==> config.mk <==
export PLATFORM = sky130hd
export DESIGN_NAME = eow_status_read
export DESIGN_NICKNAME = d
export VERILOG_FILES = /design/src/rtl/eow_pkg.sv /design/src/rtl/eow_read_detect.sv /design/src/rtl/eow_poll_gen.sv /design/src/rtl/eow_status_read.sv
export SDC_FILE = /design/constraint.sdc
export NUM_CORES = 1
export LEC_CHECK = 0
export BUFFER_PORTS_ARGS = -buffer_cell sky130_fd_sc_hd__buf_2
export CAP_MARGIN = 20
export CORE_AREA = 2 2 39 41
export DETAILED_ROUTE_END_ITERATION = 7
export DIE_AREA = 0 0 41 43
export PLACE_DENSITY = 0.81
export RECOVER_POWER = 100
export SYNTH_ARGS = -nofsm -noshare
export SYNTH_HDL_FRONTEND = slang
export SYNTH_HIERARCHICAL = 1
export SYNTH_SLANG_ARGS = --single-unit
export TNS_END_PERCENT = 50
==> constraint.sdc <==
create_clock -name clk -period 3.4 [get_ports clk]
set_clock_uncertainty 0.05 [all_clocks]
set_input_delay 0.17 -clock clk [delete_from_list [all_inputs] [get_ports clk]]
set_output_delay 0.17 -clock clk [all_outputs]
set_load 0.005 [all_outputs]
==> src/rtl/eow_pkg.sv <==
package eow_pkg;
  // Default bus width of the data path.
  localparam int unsigned EOW_DATA_W = 8;

  // Read-path source selection.
  typedef enum logic {
    SRC_ARRAY  = 1'b0,
    SRC_STATUS = 1'b1
  } eow_src_e;
endpackage

==> src/rtl/eow_read_detect.sv <==
// Tracks the bus-read condition across clock edges and flags the first edge
// of each read cycle.
module eow_read_detect (
  input  logic clk,
  input  logic rst_n,
  input  logic ce_n,
  input  logic oe_n,
  input  logic we_n,
  output logic rd_cond,
  output logic rd_start
);
  logic cond_q;

  assign rd_cond  = ~ce_n & ~oe_n & we_n;
  assign rd_start = rd_cond & ~cond_q;

  always_ff @(posedge clk or negedge rst_n) begin
    if (!rst_n) cond_q <= 1'b0;
    else        cond_q <= rd_cond;
  end
endmodule

==> src/rtl/eow_poll_gen.sv <==
// Builds the progress-status byte at each read start while busy and keeps it
// for the life of that read cycle.
module eow_poll_gen #(
  parameter int unsigned DATA_W     = eow_pkg::EOW_DATA_W,
  parameter int unsigned POLL_BIT   = DATA_W - 1,
  parameter int unsigned TOGGLE_BIT = DATA_W - 2
) (
  input  logic              clk,
  input  logic              rst_n,
  input  logic              rd_cond,
  input  logic              rd_start,
  input  logic              busy,
  input  logic [DATA_W-1:0] last_data,
  output logic              tgl_q,
  output eow_pkg::eow_src_e src_q,
  output logic [DATA_W-1:0] status_q
);
  logic              tgl_nx;
  logic              poll_hit;
  logic [DATA_W-1:0] status_nx;

  assign poll_hit = rd_start & busy;
  assign tgl_nx   = ~tgl_q;

  always_comb begin
    status_nx             = last_data;
    status_nx[POLL_BIT]   = ~last_data[POLL_BIT];
    status_nx[TOGGLE_BIT] = tgl_nx;
  end

  always_ff @(posedge clk or negedge rst_n) begin
    if (!rst_n) begin
      tgl_q    <= 1'b0;
      src_q    <= eow_pkg::SRC_ARRAY;
      status_q <= '0;
    end else if (poll_hit) begin
      tgl_q    <= tgl_nx;
      src_q    <= eow_pkg::SRC_STATUS;
      status_q <= status_nx;
    end else if (!rd_cond) begin
      src_q    <= eow_pkg::SRC_ARRAY;
    end
  end
endmodule

==> src/rtl/eow_status_read.sv <==
// Read-data path that substitutes a progress-status byte for array data
// while programming is in progress.
module eow_status_read #(
  parameter int unsigned DATA_W = eow_pkg::EOW_DATA_W
) (
  input  logic              clk,
  input  logic              rst_n,
  input  logic              ce_n,
  input  logic              oe_n,
  input  logic              we_n,
  input  logic              busy,
  input  logic [DATA_W-1:0] last_data,
  input  logic [DATA_W-1:0] array_data,
  output logic [DATA_W-1:0] rd_data,
  output logic              bus_oe
);
  localparam int unsigned POLL_BIT   = DATA_W - 1;
  localparam int unsigned TOGGLE_BIT = DATA_W - 2;

  logic              rd_cond;
  logic              rd_start;
  logic              tgl_q;
  eow_pkg::eow_src_e src_q;
  logic [DATA_W-1:0] status_q;

  eow_read_detect u_detect (
    .clk      (clk),
    .rst_n    (rst_n),
    .ce_n     (ce_n),
    .oe_n     (oe_n),
    .we_n     (we_n),
    .rd_cond  (rd_cond),
    .rd_start (rd_start)
  );

  eow_poll_gen #(
    .DATA_W     (DATA_W),
    .POLL_BIT   (POLL_BIT),
    .TOGGLE_BIT (TOGGLE_BIT)
  ) u_poll (
    .clk       (clk),
    .rst_n     (rst_n),
    .rd_cond   (rd_cond),
    .rd_start  (rd_start),
    .busy      (busy),
    .last_data (last_data),
    .tgl_q     (tgl_q),
    .src_q     (src_q),
    .status_q  (status_q)
  );

  assign rd_data = (src_q == eow_pkg::SRC_STATUS) ? status_q : array_data;
  assign bus_oe  = rd_cond;
endmodule

== After elaboration in Yosys (flattened, before gate mapping) ==
Cells that the tools add are included.
Cells by class
  equal/unequal tests: 1
  muxes and demuxes: 3
  bitwise logic cells: 9
Operator list (count)
  $mux W8: 1
  $not A1 Y1: 5
  $and A1 B1 Y1: 4
  $mux W1: 2
  $ne A2 B1 Y1 const B: 1
Storage, ports and cells
  register bits after elaboration: 11
  bits of input ports: 22
  output and inout bits: 9
  logic and storage cells: 17

== Logic depth before layout (Yosys ltp) ==
Gate-level depths: netlist of the first run.
  depth after elaboration: 6
  gate-level depth with buffers: 3
  mapped depth without buffers: 3

== By module ==
Netlist of the first run, hierarchy kept.
By module, submodules not included
  eow_poll_gen: instances 1, cells an instance 22, area each 364.1 µm², sequential area each 225.2 µm²
  eow_status_read: instances 1, cells an instance 9, area each 131.4 µm², sequential area each 0.0 µm²
  eow_read_detect: instances 1, cells an instance 3, area each 47.5 µm², sequential area each 25.0 µm²

== Least setup slack after synthesis of the first run ==
OpenSTA, ideal clock, no wires.
  path kind: register -> register
  start: reg u_detect.cond_q
  end: reg u_poll.status_q[0]
  arrival: 1.171 ns
  required time: 3.225 ns
  path slack: 2.054 ns
  cell stages (with the launch flop): 4
  buffers on the path: 0
  period minus slack after synthesis: 1.346 ns
  cell sequence: dfrtp_1 -> nor4b_2 -> nand2_4 -> mux2_4
On the way
  word-level cells in the longest chain between the ends: 3
Ends and longest elaborated chain
  from (decl): line eow_read_detect.sv:12  | logic cond_q;
  from (signal assigned): line eow_read_detect.sv:19  | else cond_q <= rd_cond;
  $not A1 Y1: line eow_read_detect.sv:15  | assign rd_start = rd_cond & ~cond_q;
  $and A1 B1 Y1: line eow_read_detect.sv:15
  named net rd_start: line eow_status_read.sv:21  | logic rd_start;
  $and A1 B1 Y1: line eow_poll_gen.sv:22  | assign poll_hit = rd_start & busy;
  to (signal assigned): line eow_poll_gen.sv:39  | status_q <= status_nx;
  to (decl): line eow_poll_gen.sv:16  | output logic [DATA_W-1:0] status_q
The timed path passes the listed nets, and every way through them passes these cells.
A chain may end at the register's enable or synchronous reset.

== Worst setup path after layout of the first run ==
  start: reg u_detect.cond_q
  end: reg u_poll.status_q[2]
The elaborated chain is that of the path after synthesis.

==> impl_results.html, run 1 <==
<table>
<tr><th>Metric</th><th>Value</th></tr>
<tr><th colspan="2">Run status</th></tr>
<tr><td>Result of the run</td><td>finished clean</td></tr>
<tr><th colspan="2">Final layout</th></tr>
<tr><td>Share of cells above drive strength 1</td><td>a little under half</td></tr>
<tr><td>Final-stage net count</td><td>89</td></tr>
<tr><td>Syn-to-layout area delta</td><td>24.0%</td></tr>
<tr><td>Number of antenna cells inserted</td><td>0</td></tr>
<tr><th colspan="2">Synth</th></tr>
<tr><td>Number of synthesized flops with an enable pin</td><td>0</td></tr>
<tr><td>Most used standard cells in the synthesized netlist</td><td>14 x mux2_4, 10 x dfrtp_1, 2 x nand2_1</td></tr>
<tr><td>Synth async-reset ratio</td><td>100%</td></tr>
<tr><td>Synthesized-area fraction occupied by xor and xnor cells</td><td>under 10%</td></tr>
<tr><td>Number of warnings reported in the yosys synthesis log</td><td>6</td></tr>
<tr><td>Post-synthesis compound-gate area fraction</td><td>0%</td></tr>
<tr><td>Combinational family with the most area after synthesis</td><td>multiplexers</td></tr>
<tr><td>Leading cell types by total area after synthesis</td><td>dfrtp_1 46%, mux2_4 39%, nor4b_2 2.8%</td></tr>
<tr><td>Proportion of synthesized area in mux cells</td><td>40.6%</td></tr>
<tr><td>Cells after synthesis</td><td>34</td></tr>
<tr><td>Count leader, synth</td><td>mux2_4</td></tr>
<tr><td>Simple-gate share of the synthesized area</td><td>7.60%</td></tr>
<tr><td>Synth cell types</td><td>11</td></tr>
<tr><td>Cell type with the highest aggregate area in the netlist</td><td>dfrtp_1</td></tr>
<tr><td>Total standard cell area after synthesis</td><td>543 sq um</td></tr>
<tr><td>Synthesized area divided by synthesized cell count</td><td>16.0 sq um</td></tr>
<tr><td>Total nets after synthesis</td><td>56</td></tr>
<tr><td>Portion of the post-synthesis area used by sequential elements</td><td>a little under half</td></tr>
<tr><td>Number of synthesized register bits</td><td>10</td></tr>
<tr><td>Portion of synthesized cell area occupied by the leading cell type</td><td>a little under half</td></tr>
<tr><td>Most instantiated flip-flop cell in the synthesis netlist</td><td>dfrtp_1</td></tr>
<tr><td>Adder and majority gate portion of the synthesized area</td><td>0%</td></tr>
<tr><th colspan="2">Clock network</th></tr>
<tr><td>Clock transition at the registers of the reported paths</td><td>about 0.06 ns</td></tr>
<tr><td>Library cell used as clock root buffer</td><td>clkbuf_4</td></tr>
<tr><td>Gates resized, CTS repair</td><td>0</td></tr>
<tr><td>CTS max path bufs</td><td>2</td></tr>
<tr><td>Number of CTS-inserted buffers</td><td>3</td></tr>
<tr><td>Clock Sinks</td><td>10</td></tr>
<tr><td>CTS tree</td><td>built</td></tr>
<tr><td>Max H-tree Level</td><td>1</td></tr>
<tr><td>Source-to-sink clock delay at the later pin of the worst-skew pair</td><td>approximately 0.25 ns</td></tr>
<tr><th colspan="2">Placement</th></tr>
<tr><td>Quantity of I/O buffers inserted on ports</td><td>29</td></tr>
<tr><td>Global placement routability congestion</td><td>0.664</td></tr>
<tr><th colspan="2">Pwr</th></tr>
<tr><td>Power density of the placed cells</td><td>approximately 470 nW/um^2</td></tr>
<tr><td>Static power due to leakage</td><td>roughly 0.35 nW</td></tr>
<tr><td>Worst IR drop on VDD</td><td>between 200 and 300 uV</td></tr>
<tr><td>Power after layout</td><td>about 0.00031 W</td></tr>
<tr><th colspan="2">Timing</th></tr>
<tr><td>Final setup TNS</td><td>0 ns</td></tr>
<tr><td>Setup repair after global routing missed its margin</td><td>no</td></tr>
<tr><td>Final critical-path share of the clock period</td><td>about 48%</td></tr>
<tr><td>Final hold vios</td><td>0</td></tr>
<tr><td>Slew at the pin closest to its max-slew limit</td><td>around 0.56 ns</td></tr>
<tr><td>Fmax</td><td>~610 MHz</td></tr>
<tr><td>Max-slew violation count</td><td>0</td></tr>
<tr><td>Minimum period implied by the final worst setup slack</td><td>approximately 1.6 ns</td></tr>
<tr><td>Final-report setup violation count</td><td>0</td></tr>
<tr><td>Normalized max-slew margin</td><td>approximately 62%</td></tr>
<tr><th colspan="2">Setup path</th></tr>
<tr><td>Category of the worst setup path capture point</td><td>register</td></tr>
<tr><td>Startpoint type of the worst setup path</td><td>register</td></tr>
<tr><td>Data required time at the worst endpoint</td><td>3.49 ns</td></tr>
<tr><td>Arrival time at the worst endpoint</td><td>roughly 1.7 ns</td></tr>
<tr><td>Type of the worst setup path</td><td>reg -&gt; reg</td></tr>
<tr><td>Crit path max fanout</td><td>9</td></tr>
<tr><td>Register-to-register setup slack</td><td>~1.8 ns</td></tr>
<tr><th colspan="2">Routing</th></tr>
<tr><td>Mean routed wirelength per cell</td><td>between 10 and 15 um</td></tr>
<tr><td>Antenna Violating Nets Remaining</td><td>0</td></tr>
<tr><td>Via/cell ratio</td><td>4.56</td></tr>
<tr><td>Overall routed net length</td><td>958 um</td></tr>
<tr><td>Total number of vias</td><td>roughly 370</td></tr>
<tr><td>Count of unresolved DRC violations after routing</td><td>0</td></tr>
<tr><td>Number of design-rule violations left by the first detailed-router iteration</td><td>1</td></tr>
<tr><td>Pre-Repair DR Iteration Count</td><td>2</td></tr>
<tr><th colspan="2">GRT</th></tr>
<tr><td>Overall routing resource usage</td><td>12.7%</td></tr>
<tr><td>Wire length of the first global-routing pass</td><td>approximately 1500 um</td></tr>
<tr><td>Initial antenna violation count</td><td>0</td></tr>
<tr><td>Largest net degree at the start of global routing</td><td>11</td></tr>
<tr><td>Leftover overflow at the end of global routing</td><td>0</td></tr>
<tr><td>Vias in the first global route</td><td>368</td></tr>
<tr><th colspan="2">Floorplan</th></tr>
<tr><td>FP Rows</td><td>14</td></tr>
<tr><td>IO Pins</td><td>31</td></tr>
<tr><td>Die outline width</td><td>roughly 40 um</td></tr>
<tr><td>Starting density of the core</td><td>around two fifths</td></tr>
<tr><td>Die boundary height</td><td>roughly 43 um</td></tr>
<tr><td>CORE AREA</td><td>approximately 1400 sq um</td></tr>
<tr><td>Area of the die</td><td>approximately 1800 sq um</td></tr>
<tr><th colspan="2">Worst hold path</th></tr>
<tr><td>Type of the most critical hold path</td><td>in -&gt; reg</td></tr>
<tr><th colspan="2">Flow run</th></tr>
<tr><td>Number of max-cap violations</td><td>0</td></tr>
</table>
## worst max-delay path: stages (launching register included)
cell,delay (ns)
dfrtp_1,0.38
nor4b_1,0.54
nand2_4,0.19
mux2_1,0.36
## cell usage in the layout, fill, tap and decap left out, drive strengths merged
master       count
buf             26
clkbuf           7
dfrtp           10
dlygate4sd3      1
inv              1
mux2            14
mux2i            1
nand2            3
nor3b            1
nor4b            1
xnor2            1
## stage by stage
step	utilization [%]	cells	area (sq um)	setup slack (ns)	hold slack [ns]
2_1_floorplan	-	34	543	2.05	-0.176
3_3_place_gp	49.8	77	689	2.01	-0.0124
3_5_place_dp	49.8	77	689	1.95	-0.0126
4_1_cts	53.2	82	736	1.80	0.0218
5_1_grt	48.6	82	673	1.66	0.0156
6_report	48.6	82	673	1.76	0.0254
## metal layers
metal	track usage (%)	part of all wire (%)	wire, um
met2	20.9	54	513
met1	13.5	39	375
met4	6.00	0	0
met3	4.71	7.2	69
met5	0	0	0
## area by class of cell
cell class	instances	area [sq um]
Fill cell	157	711
Tap cell	16	20.0
Clock buffer	4	36.3
Multi-Input combinational cell	21	211
Sequential cell	10	250
Timing Repair Buffer	30	151
Inverter	1	3.75
## repair_timing
item | CTS | global route
endpoints found under the hold margin | 10 | 0
endpoints found under the setup margin | 0 | 0
hold buffers | 1 | 0
buffers inserted | 0 | 0
## worst paths after layout
| check | startpoint | to | cells past startpoint |
|---|---|---|---|
| max in group asynchronous | rst_n | u_detect/cond_q | 2 |
| setup / recovery | u_detect/cond_q | u_poll/status_q[2] | 3 |
| hold / removal | last_data[7] | u_poll/status_q[7] | 2 |
| setup reg to reg | u_detect/cond_q | u_poll/status_q[2] | 3 |
| min in group asynchronous | rst_n | u_poll/status_q[7] | 2 |
| hold reg to reg | u_poll/status_q[6] | u_poll/status_q[6] | 1 |
## flip-flops by register name, indices dropped and copies added, names as in the netlist
name             cells
u_detect/cond_q      1
u_poll/src_q         1
u_poll/status_q      8
## power by group
group	internal, W	switching (W)
logic	0.0000328	0.0000191
clock network	0.0000649	0.0000383
registers	0.000145	0.0000142
## cells by family after synthesis
logic type	Yosys count
mux	15
xor+xnor	1
flops	10
buf+inv	3
simple gates	5
Note: power is estimated with default switching activity, not from simulation.
==> run 2, diff against run 1 <==
- ABC_AREA: default -> 1
- CORE_AREA: 2 2 39 41 -> default
- CORE_UTILIZATION: default -> 41
- DIE_AREA: 0 0 41 43 -> default
- PLACE_DENSITY: 0.81 -> 0.82
- clock period: 3.4 -> 1.7 ns (I/O delays scaled with it)
==> run 2 against run 1 <==
Against the previous run: via count grew 45%; sequential share of layout area decreased by 3.3 points; worst setup slack worse by 1.5 ns; critical path type unchanged; largest cell class unchanged; highest routed layer is now met4.
==> impl_results.html, run 2 <==
<table>
<tr><th>Metric</th><th>Value</th></tr>
<tr><th colspan="2">GRT</th></tr>
<tr><td>Wire length of the first global-routing pass</td><td>about 1800 um</td></tr>
<tr><td>Largest net degree at the start of global routing</td><td>11</td></tr>
<tr><td>Overall routing resource usage</td><td>about 18%</td></tr>
<tr><td>Leftover overflow at the end of global routing</td><td>0</td></tr>
<tr><td>Vias in the first global route</td><td>approximately 450</td></tr>
<tr><td>Initial antenna violation count</td><td>0</td></tr>
<tr><th colspan="2">Synth</th></tr>
<tr><td>Synthesized area divided by synthesized cell count</td><td>between 7 and 8 sq um</td></tr>
<tr><td>Cells after synthesis</td><td>72</td></tr>
<tr><td>Portion of synthesized cell area occupied by the leading cell type</td><td>46.5%</td></tr>
<tr><td>Number of warnings reported in the yosys synthesis log</td><td>6</td></tr>
<tr><td>Proportion of synthesized area in mux cells</td><td>0%</td></tr>
<tr><td>Combinational family with the most area after synthesis</td><td>simple AND/OR/NAND/NOR gates</td></tr>
<tr><td>Number of synthesized flops with an enable pin</td><td>0</td></tr>
<tr><td>Most used standard cells in the synthesized netlist</td><td>43 x nand2_1, 10 x dfrtp_1, 8 x nand3_1</td></tr>
<tr><td>Count leader, synth</td><td>nand2_1</td></tr>
<tr><td>Number of synthesized register bits</td><td>10</td></tr>
<tr><td>Cell type with the highest aggregate area in the netlist</td><td>dfrtp_1</td></tr>
<tr><td>Simple-gate share of the synthesized area</td><td>a little over two fifths</td></tr>
<tr><td>Synthesized-area fraction occupied by xor and xnor cells</td><td>0%</td></tr>
<tr><td>Synth async-reset ratio</td><td>between 90% and 100%</td></tr>
<tr><td>Leading cell types by total area after synthesis</td><td>dfrtp_1 47%, nand2_1 30%, nand3_1 7.4%</td></tr>
<tr><td>Total nets after synthesis</td><td>94</td></tr>
<tr><td>Portion of the post-synthesis area used by sequential elements</td><td>roughly 47%</td></tr>
<tr><td>Total standard cell area after synthesis</td><td>roughly 540 sq um</td></tr>
<tr><td>Post-synthesis compound-gate area fraction</td><td>0%</td></tr>
<tr><td>Most instantiated flip-flop cell in the synthesis netlist</td><td>dfrtp_1</td></tr>
<tr><td>Adder and majority gate portion of the synthesized area</td><td>0%</td></tr>
<tr><td>Synth cell types</td><td>10</td></tr>
<tr><th colspan="2">Placement</th></tr>
<tr><td>Worst slack at placement</td><td>approximately 0.51 ns</td></tr>
<tr><td>Quantity of I/O buffers inserted on ports</td><td>29</td></tr>
<tr><td>Post-detailed-placement half-perimeter wirelength</td><td>approximately 770 um</td></tr>
<tr><td>Total cell area at the placement stage</td><td>between 600 and 700 sq um</td></tr>
<tr><td>Global placement routability congestion</td><td>just over 0.7</td></tr>
<tr><th colspan="2">Clock network</th></tr>
<tr><td>Number of buffers inserted for hold repair after clock tree synthesis</td><td>5</td></tr>
<tr><td>Library cell used as clock root buffer</td><td>clkbuf_4</td></tr>
<tr><td>Number of CTS-inserted buffers</td><td>3</td></tr>
<tr><td>Post-CTS repair timing setup buffer count</td><td>0</td></tr>
<tr><td>Max H-tree Level</td><td>1</td></tr>
<tr><td>CTS tree</td><td>built</td></tr>
<tr><td>CTS max path bufs</td><td>2</td></tr>
<tr><td>Clock Sinks</td><td>10</td></tr>
<tr><td>Gates resized, CTS repair</td><td>0</td></tr>
<tr><td>Source-to-sink clock delay at the later pin of the worst-skew pair</td><td>approximately 0.25 ns</td></tr>
<tr><td>Clock transition at the registers of the reported paths</td><td>approximately 0.070 ns</td></tr>
<tr><th colspan="2">Final layout</th></tr>
<tr><td>Most frequent cells in the layout</td><td>43 x nand2_1, 26 x buf_2, 10 x dfrtp_1</td></tr>
<tr><td>Most common cell after layout, fill and taps aside</td><td>nand2_1</td></tr>
<tr><td>Top reg by flops</td><td>u_poll/status_q</td></tr>
<tr><td>Max reg flops</td><td>8</td></tr>
<tr><td>Share of cells above drive strength 1</td><td>between 20% and 30%</td></tr>
<tr><td>Final Core Density</td><td>a little under two thirds</td></tr>
<tr><td>Final-stage net count</td><td>129</td></tr>
<tr><td>Number of antenna cells inserted</td><td>0</td></tr>
<tr><td>Syn-to-layout area delta</td><td>37.4%</td></tr>
<tr><td>Cell area after layout</td><td>about 740 sq um</td></tr>
<tr><td>Leading registers by flop count</td><td>u_poll/status_q (8), u_detect/cond_q (1), u_poll/src_q (1)</td></tr>
<tr><th colspan="2">Setup path</th></tr>
<tr><td>Category of the worst setup path capture point</td><td>register</td></tr>
<tr><td>Number of cell instances on the worst register-to-register path</td><td>4</td></tr>
<tr><td>Data required time at the worst endpoint</td><td>around 1.8 ns</td></tr>
<tr><td>End of the worst register-to-register path</td><td>u_poll/status_q[1]</td></tr>
<tr><td>Crit path max fanout</td><td>9</td></tr>
<tr><td>Startpoint type of the worst setup path</td><td>register</td></tr>
<tr><td>Register-to-register setup slack</td><td>around 0.26 ns</td></tr>
<tr><td>Arrival time at the worst endpoint</td><td>between 1.5 and 2 ns</td></tr>
<tr><td>Crit Reg-Reg Startpoint</td><td>u_detect/cond_q</td></tr>
<tr><td>Type of the worst setup path</td><td>reg -&gt; reg</td></tr>
<tr><th colspan="2">Routing</th></tr>
<tr><td>Total number of vias</td><td>between 500 and 600</td></tr>
<tr><td>Overall routed net length</td><td>about 1100 um</td></tr>
<tr><td>Pre-Repair DR Iteration Count</td><td>4</td></tr>
<tr><td>Mean routed wirelength per cell</td><td>~9 um</td></tr>
<tr><td>Via/cell ratio</td><td>roughly 4.5</td></tr>
<tr><td>Count of unresolved DRC violations after routing</td><td>0</td></tr>
<tr><td>Antenna Violating Nets Remaining</td><td>0</td></tr>
<tr><td>Number of design-rule violations left by the first detailed-router iteration</td><td>3</td></tr>
<tr><th colspan="2">Worst hold path</th></tr>
<tr><td>Startpoint of the lowest-slack hold path</td><td>last_data[5]</td></tr>
<tr><td>Hold endpoint</td><td>u_poll/status_q[5]</td></tr>
<tr><td>Type of the most critical hold path</td><td>in -&gt; reg</td></tr>
<tr><td>Count of cells along the worst hold path</td><td>3</td></tr>
<tr><th colspan="2">Timing</th></tr>
<tr><td>Final-report setup violation count</td><td>0</td></tr>
<tr><td>Fmax</td><td>693 MHz</td></tr>
<tr><td>Final hold vios</td><td>0</td></tr>
<tr><td>Slew at the pin closest to its max-slew limit</td><td>around 0.83 ns</td></tr>
<tr><td>Max-slew violation count</td><td>0</td></tr>
<tr><td>Final Worst Setup Slack</td><td>approximately 0.26 ns</td></tr>
<tr><td>Worst Hold Margin</td><td>between 0.006 and 0.007 ns</td></tr>
<tr><td>Setup repair after global routing missed its margin</td><td>no</td></tr>
<tr><td>Final setup TNS</td><td>0 ns</td></tr>
<tr><td>Minimum period implied by the final worst setup slack</td><td>around 1.4 ns</td></tr>
<tr><td>Final critical-path share of the clock period</td><td>between 80% and 90%</td></tr>
<tr><td>Normalized max-slew margin</td><td>44.7%</td></tr>
<tr><th colspan="2">Floorplan</th></tr>
<tr><td>CORE AREA</td><td>1160 sq um</td></tr>
<tr><td>Die outline width</td><td>~38 um</td></tr>
<tr><td>Area of the die</td><td>around 1500 sq um</td></tr>
<tr><td>IO Pins</td><td>31</td></tr>
<tr><td>Starting density of the core</td><td>between 40% and 50%</td></tr>
<tr><td>Die boundary height</td><td>~38 um</td></tr>
<tr><td>FP Rows</td><td>12</td></tr>
<tr><th colspan="2">Pwr</th></tr>
<tr><td>Static power due to leakage</td><td>roughly 0.45 nW</td></tr>
<tr><td>Worst IR drop on VDD</td><td>between 500 and 600 uV</td></tr>
<tr><td>Power density of the placed cells</td><td>approximately 840 nW/um^2</td></tr>
<tr><th colspan="2">Flow run</th></tr>
<tr><td>Number of max-cap violations</td><td>0</td></tr>
<tr><th colspan="2">Run status</th></tr>
<tr><td>Result of the run</td><td>finished clean</td></tr>
</table>
[run 2: cell types whose count changed after synthesis, sizes merged]
cell,change
nor2,+2
nor3b,-1
inv,+3
nor4b,-1
mux2,-14
mux2i,-1
xnor2,-1
nand2,+41
nand3,+8
buf,+2
[run 2: logic make-up (layout without fill, tap and decap cells)]
logic type	count (synthesis)	in the layout
DFF	10	10
and+or+nand+nor	54	54
buffers and inverters	8	42
[run 2: layout make-up]
cell class | instances | area [sq um]
clock buffers | 4 | 36.3
fillers | 108 | 417
inverters | 4 | 15.0
multi-input cells | 54 | 229
flip-flops and latches | 10 | 250
well taps | 14 | 17.5
repair buffers | 34 | 191
[run 2: worst max path at each step]
stage | from | end | slack (ns) | depth (start not counted)
2_1_floorplan | u_detect/cond_q | u_poll/status_q[6] | 0.78 | 5
3_3_place_gp | u_detect/cond_q | u_poll/status_q[7] | 0.51 | 4
3_5_place_dp | u_detect/cond_q | u_poll/status_q[2] | 0.51 | 4
4_1_cts | u_poll/src_q | rd_data[6] | 0.37 | 4
5_1_grt | u_detect/cond_q | u_poll/status_q[1] | 0.18 | 4
6_report | u_detect/cond_q | u_poll/status_q[1] | 0.26 | 4
[run 2: through the flow]
stage          cells  power [W]
6_report         120   0.000620
5_1_grt          120   0.000661
4_1_cts          120   0.000630
3_5_place_dp     111   0.000410
3_3_place_gp     111   0.000405
2_1_floorplan     72   0.000372
[run 2: worst max-delay path, cell delays in order, from the launching register on]
cell     delay (ns)
dfrtp_1        0.36
nor2_1         0.64
nand2_8        0.12
nand2_1        0.10
nand2_1        0.06
[run 2: routing by layer]
metal,vias up,share of wire (%),GRT usage (%)
li1,286,-,-
met4,0,0.91,8.04
met1,238,42,20.2
met5,-,0,0
met3,2,5.5,1.74
met2,18,51,32.6
[run 2: where the power goes]
| group | total [W] | internal (W) | switching (W) |
|---|---|---|---|
| clock | 0.000206 | 0.000130 | 0.0000765 |
| sequential | 0.000301 | 0.000278 | 0.0000229 |
| combinational | 0.000112 | 0.0000561 | 0.0000561 |
| total | 0.000620 | 0.000464 | 0.000156 |
